===== src/rtl/tlb_pkg.sv =====
package tlb_pkg;
  localparam int unsigned TLB_SETS    = 16;
  localparam int unsigned TLB_WAYS    = 4;
  localparam int unsigned TLB_VPN_W   = 20;
  localparam int unsigned TLB_OFF_W   = 12;
  localparam int unsigned TLB_DIR_W   = 10;
  localparam int unsigned TLB_GLB_BIT = 8;
endpackage


===== src/rtl/tlb_way_match.sv =====
module tlb_way_match #(
  parameter int unsigned WAYS  = 4,
  parameter int unsigned TAG_W = 16
) (
  input  logic [WAYS-1:0]            valid_i,
  input  logic [WAYS-1:0]            dir_i,
  input  logic [WAYS-1:0][TAG_W-1:0] tag_i,
  input  logic                       want_dir_i,
  input  logic [TAG_W-1:0]           key_tag_i,
  output logic [WAYS-1:0]            hit_vec_o,
  output logic                       hit_o
);
  for (genvar w = 0; w < WAYS; w++) begin : g_cmp
    assign hit_vec_o[w] = valid_i[w] && (dir_i[w] == want_dir_i) && (tag_i[w] == key_tag_i);
  end
  assign hit_o = |hit_vec_o;
endmodule


===== src/rtl/tlb_victim.sv =====
module tlb_victim #(
  parameter int unsigned WAYS  = 4,
  parameter int unsigned WAY_W = (WAYS > 1) ? $clog2(WAYS) : 1
) (
  input  logic             clk_i,
  input  logic             rst_ni,
  input  logic             use_i,
  input  logic [WAYS-1:0]  valid_i,
  input  logic [WAY_W-1:0] ptr_i,
  input  logic             match_i,
  input  logic [WAYS-1:0]  match_vec_i,
  output logic [WAY_W-1:0] way_o,
  output logic             advance_o
);
  logic [WAY_W-1:0] first_inv, match_way;
  logic             any_inv;

  always_comb begin
    first_inv = '0;
    match_way = '0;
    any_inv   = 1'b0;
    for (int w = WAYS - 1; w >= 0; w--) begin
      if (!valid_i[w]) begin
        first_inv = WAY_W'(w);
        any_inv   = 1'b1;
      end
      if (match_vec_i[w]) match_way = WAY_W'(w);
    end
  end

  always_comb begin
    if (match_i)      way_o = match_way;
    else if (any_inv) way_o = first_inv;
    else              way_o = ptr_i;
  end
  assign advance_o = use_i && !match_i && !any_inv;

  // an allocation with free space must never land on a live way
  assert_free_way_R6: assert property (@(posedge clk_i) disable iff (!rst_ni)
    (use_i && !match_i && !(&valid_i)) |-> !valid_i[way_o]);
endmodule


===== src/rtl/tlb_xlat.sv =====
module tlb_xlat
  import tlb_pkg::*;
#(
  parameter int unsigned SETS    = TLB_SETS,
  parameter int unsigned WAYS    = TLB_WAYS,
  parameter int unsigned VPN_W   = TLB_VPN_W,
  parameter int unsigned OFF_W   = TLB_OFF_W,
  parameter int unsigned DIR_W   = TLB_DIR_W,
  parameter int unsigned GLB_BIT = TLB_GLB_BIT
) (
  input  logic                   clk_i,
  input  logic                   rst_ni,
  input  logic                   lk_req_i,
  input  logic [VPN_W-1:0]       lk_vpn_i,
  input  logic [OFF_W-1:0]       lk_off_i,
  output logic                   lk_done_o,
  output logic                   lk_hit_o,
  output logic [VPN_W+OFF_W-1:0] lk_paddr_o,
  output logic [OFF_W-1:0]       lk_flags_o,
  input  logic                   dl_req_i,
  input  logic [DIR_W-1:0]       dl_idx_i,
  output logic                   dl_done_o,
  output logic                   dl_hit_o,
  output logic [VPN_W+OFF_W-1:0] dl_entry_o,
  input  logic                   fill_i,
  input  logic                   fill_dir_i,
  input  logic [VPN_W-1:0]       fill_key_i,
  input  logic [VPN_W+OFF_W-1:0] fill_entry_i,
  input  logic                   flush_i
);
  localparam int unsigned SET_W = $clog2(SETS);
  localparam int unsigned TAG_W = VPN_W - SET_W;
  localparam int unsigned PTE_W = VPN_W + OFF_W;
  localparam int unsigned WAY_W = (WAYS > 1) ? $clog2(WAYS) : 1;

  logic [WAYS-1:0]            valid_q [SETS];
  logic [WAYS-1:0]            dir_q   [SETS];
  logic [WAYS-1:0][TAG_W-1:0] tag_q   [SETS];
  logic [WAYS-1:0][PTE_W-1:0] data_q  [SETS];
  logic [WAY_W-1:0]           ptr_q   [SETS];

  function automatic logic [PTE_W-1:0] pick(input logic [WAYS-1:0] vec,
                                             input logic [WAYS-1:0][PTE_W-1:0] d);
    logic [PTE_W-1:0] r;
    r = '0;
    for (int w = 0; w < WAYS; w++) if (vec[w]) r = r | d[w];
    return r;
  endfunction

  // page lookup
  logic [SET_W-1:0] pg_set;
  logic [WAYS-1:0]  pg_vec;
  logic             pg_hit;
  logic [PTE_W-1:0] pg_word;
  assign pg_set = lk_vpn_i[SET_W-1:0];

  tlb_way_match #(.WAYS(WAYS), .TAG_W(TAG_W)) u_pg_match (
    .valid_i(valid_q[pg_set]), .dir_i(dir_q[pg_set]), .tag_i(tag_q[pg_set]),
    .want_dir_i(1'b0), .key_tag_i(lk_vpn_i[VPN_W-1:SET_W]),
    .hit_vec_o(pg_vec), .hit_o(pg_hit));
  assign pg_word = pick(pg_vec, data_q[pg_set]);

  // directory lookup, keyed by zero-extended index
  logic [VPN_W-1:0] dl_key;
  logic [SET_W-1:0] dl_set;
  logic [WAYS-1:0]  dl_vec;
  logic             dl_hit;
  assign dl_key = {{(VPN_W-DIR_W){1'b0}}, dl_idx_i};
  assign dl_set = dl_key[SET_W-1:0];

  tlb_way_match #(.WAYS(WAYS), .TAG_W(TAG_W)) u_dl_match (
    .valid_i(valid_q[dl_set]), .dir_i(dir_q[dl_set]), .tag_i(tag_q[dl_set]),
    .want_dir_i(1'b1), .key_tag_i(dl_key[VPN_W-1:SET_W]),
    .hit_vec_o(dl_vec), .hit_o(dl_hit));

  // fill path
  logic [VPN_W-1:0] f_key;
  logic [SET_W-1:0] f_set;
  logic [WAYS-1:0]  f_vec;
  logic             f_match;
  logic [WAY_W-1:0] f_way;
  logic             f_adv;
  assign f_key = fill_dir_i ? {{(VPN_W-DIR_W){1'b0}}, fill_key_i[DIR_W-1:0]} : fill_key_i;
  assign f_set = f_key[SET_W-1:0];

  tlb_way_match #(.WAYS(WAYS), .TAG_W(TAG_W)) u_fill_match (
    .valid_i(valid_q[f_set]), .dir_i(dir_q[f_set]), .tag_i(tag_q[f_set]),
    .want_dir_i(fill_dir_i), .key_tag_i(f_key[VPN_W-1:SET_W]),
    .hit_vec_o(f_vec), .hit_o(f_match));

  tlb_victim #(.WAYS(WAYS), .WAY_W(WAY_W)) u_victim (
    .clk_i, .rst_ni, .use_i(fill_i), .valid_i(valid_q[f_set]), .ptr_i(ptr_q[f_set]),
    .match_i(f_match), .match_vec_i(f_vec), .way_o(f_way), .advance_o(f_adv));

  // storage: flush first, fill last so a coincident fill survives
  always_ff @(posedge clk_i or negedge rst_ni) begin
    if (!rst_ni) begin
      for (int s = 0; s < SETS; s++) begin
        valid_q[s] <= '0;
        ptr_q[s]   <= '0;
      end
    end else begin
      if (flush_i) begin
        for (int s = 0; s < SETS; s++)
          for (int w = 0; w < WAYS; w++)
            if (!data_q[s][w][GLB_BIT]) valid_q[s][w] <= 1'b0;
      end
      if (fill_i) begin
        valid_q[f_set][f_way] <= 1'b1;
        if (f_adv) ptr_q[f_set] <= ptr_q[f_set] + 1'b1;
      end
    end
  end

  always_ff @(posedge clk_i) begin
    if (fill_i) begin
      dir_q[f_set][f_way]  <= fill_dir_i;
      tag_q[f_set][f_way]  <= f_key[VPN_W-1:SET_W];
      data_q[f_set][f_way] <= fill_entry_i;
    end
  end

  // registered results
  always_ff @(posedge clk_i or negedge rst_ni) begin
    if (!rst_ni) begin
      lk_done_o  <= 1'b0;
      lk_hit_o   <= 1'b0;
      lk_paddr_o <= '0;
      lk_flags_o <= '0;
      dl_done_o  <= 1'b0;
      dl_hit_o   <= 1'b0;
      dl_entry_o <= '0;
    end else begin
      lk_done_o  <= lk_req_i;
      lk_hit_o   <= lk_req_i && pg_hit;
      lk_paddr_o <= (lk_req_i && pg_hit) ? {pg_word[PTE_W-1:OFF_W], lk_off_i} : '0;
      lk_flags_o <= (lk_req_i && pg_hit) ? pg_word[OFF_W-1:0] : '0;
      dl_done_o  <= dl_req_i;
      dl_hit_o   <= dl_req_i && dl_hit;
      dl_entry_o <= (dl_req_i && dl_hit) ? pick(dl_vec, data_q[dl_set]) : '0;
    end
  end

  // any surviving non-global entry
  logic ng_live;
  always_comb begin
    ng_live = 1'b0;
    for (int s = 0; s < SETS; s++)
      for (int w = 0; w < WAYS; w++)
        if (valid_q[s][w] && !data_q[s][w][GLB_BIT]) ng_live = 1'b1;
  end

  assert_single_hit_R8: assert property (@(posedge clk_i) disable iff (!rst_ni)
    $onehot0(pg_vec) && $onehot0(dl_vec) && $onehot0(f_vec));
  assert_hit_has_done_R2: assert property (@(posedge clk_i) disable iff (!rst_ni)
    lk_hit_o |-> lk_done_o);
  assert_dir_hit_has_done_R5: assert property (@(posedge clk_i) disable iff (!rst_ni)
    dl_hit_o |-> dl_done_o);
  assert_flush_clears_R9: assert property (@(posedge clk_i) disable iff (!rst_ni)
    (flush_i && !fill_i) |=> !ng_live);
  assert_miss_zero_R3: assert property (@(posedge clk_i) disable iff (!rst_ni)
    !lk_hit_o |-> (lk_paddr_o == '0 && lk_flags_o == '0));
endmodule


===== config.mk =====
export PLATFORM = sky130hd
export DESIGN_NAME = tlb_xlat
export DESIGN_NICKNAME = d
export VERILOG_FILES = /design/src/rtl/tlb_pkg.sv /design/src/rtl/tlb_way_match.sv /design/src/rtl/tlb_victim.sv /design/src/rtl/tlb_xlat.sv
export SDC_FILE = /design/constraint.sdc
export NUM_CORES = 2
export LEC_CHECK = 0
export BUFFER_PORTS_ARGS = -buffer_cell sky130_fd_sc_hd__buf_2
export CAP_MARGIN = 20
export CORE_MARGIN = 1.5
export CORE_UTILIZATION = 37
export DETAILED_ROUTE_END_ITERATION = 8
export SKIP_LAST_GASP = 1
export SLEW_MARGIN = 40
export SYNTH_ARGS = -nofsm -noshare
export SYNTH_HDL_FRONTEND = slang
export SYNTH_SLANG_ARGS = --single-unit

===== constraint.sdc =====
create_clock -name clk_i -period 11.03 [get_ports clk_i]
set_clock_uncertainty 0.1 [all_clocks]
set_input_delay 0 -clock clk_i [delete_from_list [all_inputs] [get_ports clk_i]]
set_output_delay 0 -clock clk_i [all_outputs]
set_load 0.02 [all_outputs]

==> flow_metrics.env <==
export IMPL_ys_seq_area_share_pct=61.53
export IMPL_status="complete, no violations"
export IMPL_synth_fp_nets=8301
export IMPL_fmax_mhz=147.6
export IMPL_die_area_sq_um=437000
export IMPL_gr_total_overflow=0
export IMPL_slew_headroom_pct=32.39
export IMPL_placed_cell_area_sq_um=169600
export IMPL_synthCells=8200
export IMPL_gp_routability_congestion=0.9539
export IMPL_vias=96669
export IMPL_drc_errors=0
export IMPL_rsz0062_at_grt="no"
export IMPL_grt_pass1_vias=96549
export IMPL_start_util_pct=37.18
export IMPL_fin_setup_tns_ns=0
export IMPL_cp_max_fo=66
export IMPL_top_level_ports=181
export IMPL_fin_area_sq_um=182900
export IMPL_setup_worst_path_end_class="register"
export IMPL_pre_cts_slack_ns=3.211
export IMPL_avgSynthCellArea_sq_um=19.54
export IMPL_criticalPathCategory="in2reg"
export IMPL_synthArstFlopShare_pct=5.314
export IMPL_ant_nets=0
export IMPL_switching_share_pct=23.72
export IMPL_ys_flop_type="edfxtp_1"
export IMPL_port_buffers=180
export IMPL_cts_buffers_inserted=364
export IMPL_yosysWarnings=0
export IMPL_irDropWorstVdd_v=0.0001565
export IMPL_required_ns=11.48
export IMPL_htree_num_levels=5
export IMPL_slew_viol_final=0
export IMPL_cts_sinks=3312
export IMPL_grt_antenna_before_repair=39
export IMPL_layout_commonest_cell="edfxtp_1"
export IMPL_setup_violations=0
export IMPL_drt_iter0_markers=15810
export IMPL_hold_viol_final=0
export IMPL_seq_power_share_pct=47.9
export IMPL_wl_per_cell_um=39.17
export IMPL_n_fill_cell=37112
export IMPL_grt_start_max_net_pins=109
export IMPL_die_x_um=661.0
export IMPL_synth_cell_types=93
export IMPL_p_clk_share_pct=43.5
export IMPL_worst_pin_slew_ns=1.001
export IMPL_p_switching_mw=6.855
export IMPL_powerDensity_nw_per_um2=157.9
export IMPL_period_needed_ns=6.777
export IMPL_layout_drive_gt1_share_pct=35.83
export IMPL_cts_resized=0
export IMPL_drt_wl_total_um=571200
export IMPL_synth_area_sq_um=160200
export IMPL_fp_coreArea_sq_um=430900
export IMPL_fin_nets=8648
export IMPL_finalCritPeriodShare_pct=61.44
export IMPL_ys_ff_latch=3312
export IMPL_die_h_um=661.0
export IMPL_worstPathArrival_ns=7.23
export IMPL_grt_usage_pct=25.74
export IMPL_clockBufferDepth=4
export IMPL_drt_first_pass_iters=9
export IMPL_power_internal_mw=22.04
export IMPL_cts_clk_slew_worst_paths_ns=0.06
export IMPL_cts_tree="yes"
export IMPL_synth_edf_count=3136
export IMPL_fin_ws_ns=4.253
export IMPL_leakage_nw=58.36
export IMPL_layout_common_cells="edfxtp_1, mux4_2, clkbuf_16"
export IMPL_rows=241
export IMPL_cap_viol_max_count=0
export IMPL_grt_pass1_wl_um=788200
export IMPL_hold_path_class="in2reg"
export IMPL_hpwl_um=352700
export IMPL_power_frac_comb_pct=8.6
export IMPL_vias_per_cell=6.629
export IMPL_area_delta_synth_final_pct=14.19
export IMPL_critPathLaunchType="input pin"
export IMPL_worst_skew_pair_late_latency_ns=1.02
export IMPL_cts_root_buffer="clkbuf_16"
layer usage:
metal | global-route usage (%) | part of all wire (%) | up-vias
li1 | - | - | 36116
met4 | 10.78 | 5.0 | 12
met3 | 6.579 | 12 | 1219
met2 | 39.39 | 46 | 7175
met1 | 35.03 | 37 | 52147
met5 | 0 | 0.013 | -
layout make-up:
type                       instances  area [sq um]  area share (%)
timing repair buffer             617          6003           3.282
antenna                           22         55.05         0.03009
tap                             5710          7144           3.905
sequential                      3312         98570           53.88
clock buffer                     452          9673           5.288
clock inverter                   217          2485           1.358
inverter                         305          1145          0.6258
multi-input combinational       3947         57860           31.63
power by group through the flow:
stage	Clock, mW	Sequential [mW]	Combinational [mW]
after floorplan	0	14.1	1.48
after global placement	0	14.1	2.38
after detailed placement	0	14.1	2.42
after CTS	12.7	13.8	2.46
after global routing	13.1	13.8	2.57
final	12.6	13.8	2.48
stage by stage:
stage,power [mW],instances,utilization (%),hold WS [ns]
finish,28.90,14582,42.46,0.04875
global route,29.54,14573,42.45,0.04350
global placement,16.49,13733,39.00,-0.05597
CTS,28.98,14553,42.40,0.0001120
floorplan,15.58,8200,-,-0.3956
detailed placement,16.53,13794,39.36,-0.04802
sequential cells by signal (all words and copies together), names as in the netlist:
register,count
data_q,2048
dir_q,64
dl_done_o,1
dl_entry_o,32
dl_hit_o,1
lk_done_o,1
lk_flags_o,12
lk_hit_o,1
lk_paddr_o,32
ptr_q,32
tag_q,1024
valid_q,64
logic make-up after synthesis:
| family | after synthesis | share of synthesized area [%] |
|---|---|---|
| flip-flops | 3312 | 61.53 |
| multiplexers | 2221 | 28.98 |
| buffers and inverters | 941 | 2.740 |
| XOR/XNOR | 156 | 0.8528 |
| AO/OA/AOI/OAI | 812 | 3.368 |
| AND/OR/NAND/NOR | 758 | 2.534 |
path summary, 6_finish.rpt:
path,start,end,slack (ns),cells after the start
setup reg to reg,dir_q[11][1],data_q[2][98],4.60,12
min in group asynchronous,rst_ni,valid_q[28],0.43,4
setup / recovery,fill_key_i[1],data_q[2][98],4.25,15
hold reg to reg,data_q[5][8],valid_q[40],0.40,2
hold / removal,fill_entry_i[31],data_q[4][127],0.05,2
max in group asynchronous,rst_ni,ptr_q[13],9.15,5
worst max-delay path, stage by stage:
cell and delay, ns:
buf_8 0.52, buf_4 0.61, nand2b_1 0.71, buf_4 0.33
o22ai_1 0.13, a221oi_2 0.22, xnor2_1 0.12, o41ai_1 0.88
and4_1 0.50, a22oi_1 0.13, a221oi_2 0.41, buf_4 0.36
nand4_4 0.46, nor2_4 0.82, buf_4 0.79
synth_stat cells, drive strengths merged, types with 23 or more instances:
cell type / number / share of area [%]
a211oi: 57 / 0.27
a21oi: 97 / 0.30
a221oi: 23 / 0.15
a22oi: 59 / 0.28
a311oi: 26 / 0.14
a31oi: 48 / 0.19
buf: 348 / 1.3
clkbuf: 286 / 0.67
dfrtp: 176 / 2.7
edfxtp: 3136 / 59
inv: 299 / 0.70
mux2: 66 / 0.46
mux2i: 231 / 1.4
mux4: 1924 / 27
nand2: 95 / 0.22
nand3: 71 / 0.22
nand4: 28 / 0.11
nor2: 175 / 0.41
nor2b: 36 / 0.14
nor3: 93 / 0.29
nor3b: 33 / 0.15
nor4: 101 / 0.39
o211ai: 24 / 0.12
o21a: 66 / 0.31
o21ai: 183 / 0.59
o22ai: 154 / 0.60
or4: 25 / 0.12
xnor2: 100 / 0.55
xor2: 56 / 0.31
repair_timing:
item,in CTS,in global routing
hold buffers,90,0
hold endpoints to repair,2932,0
buffers inserted,0,0
No activity file was read; power rests on OpenSTA's default activity.
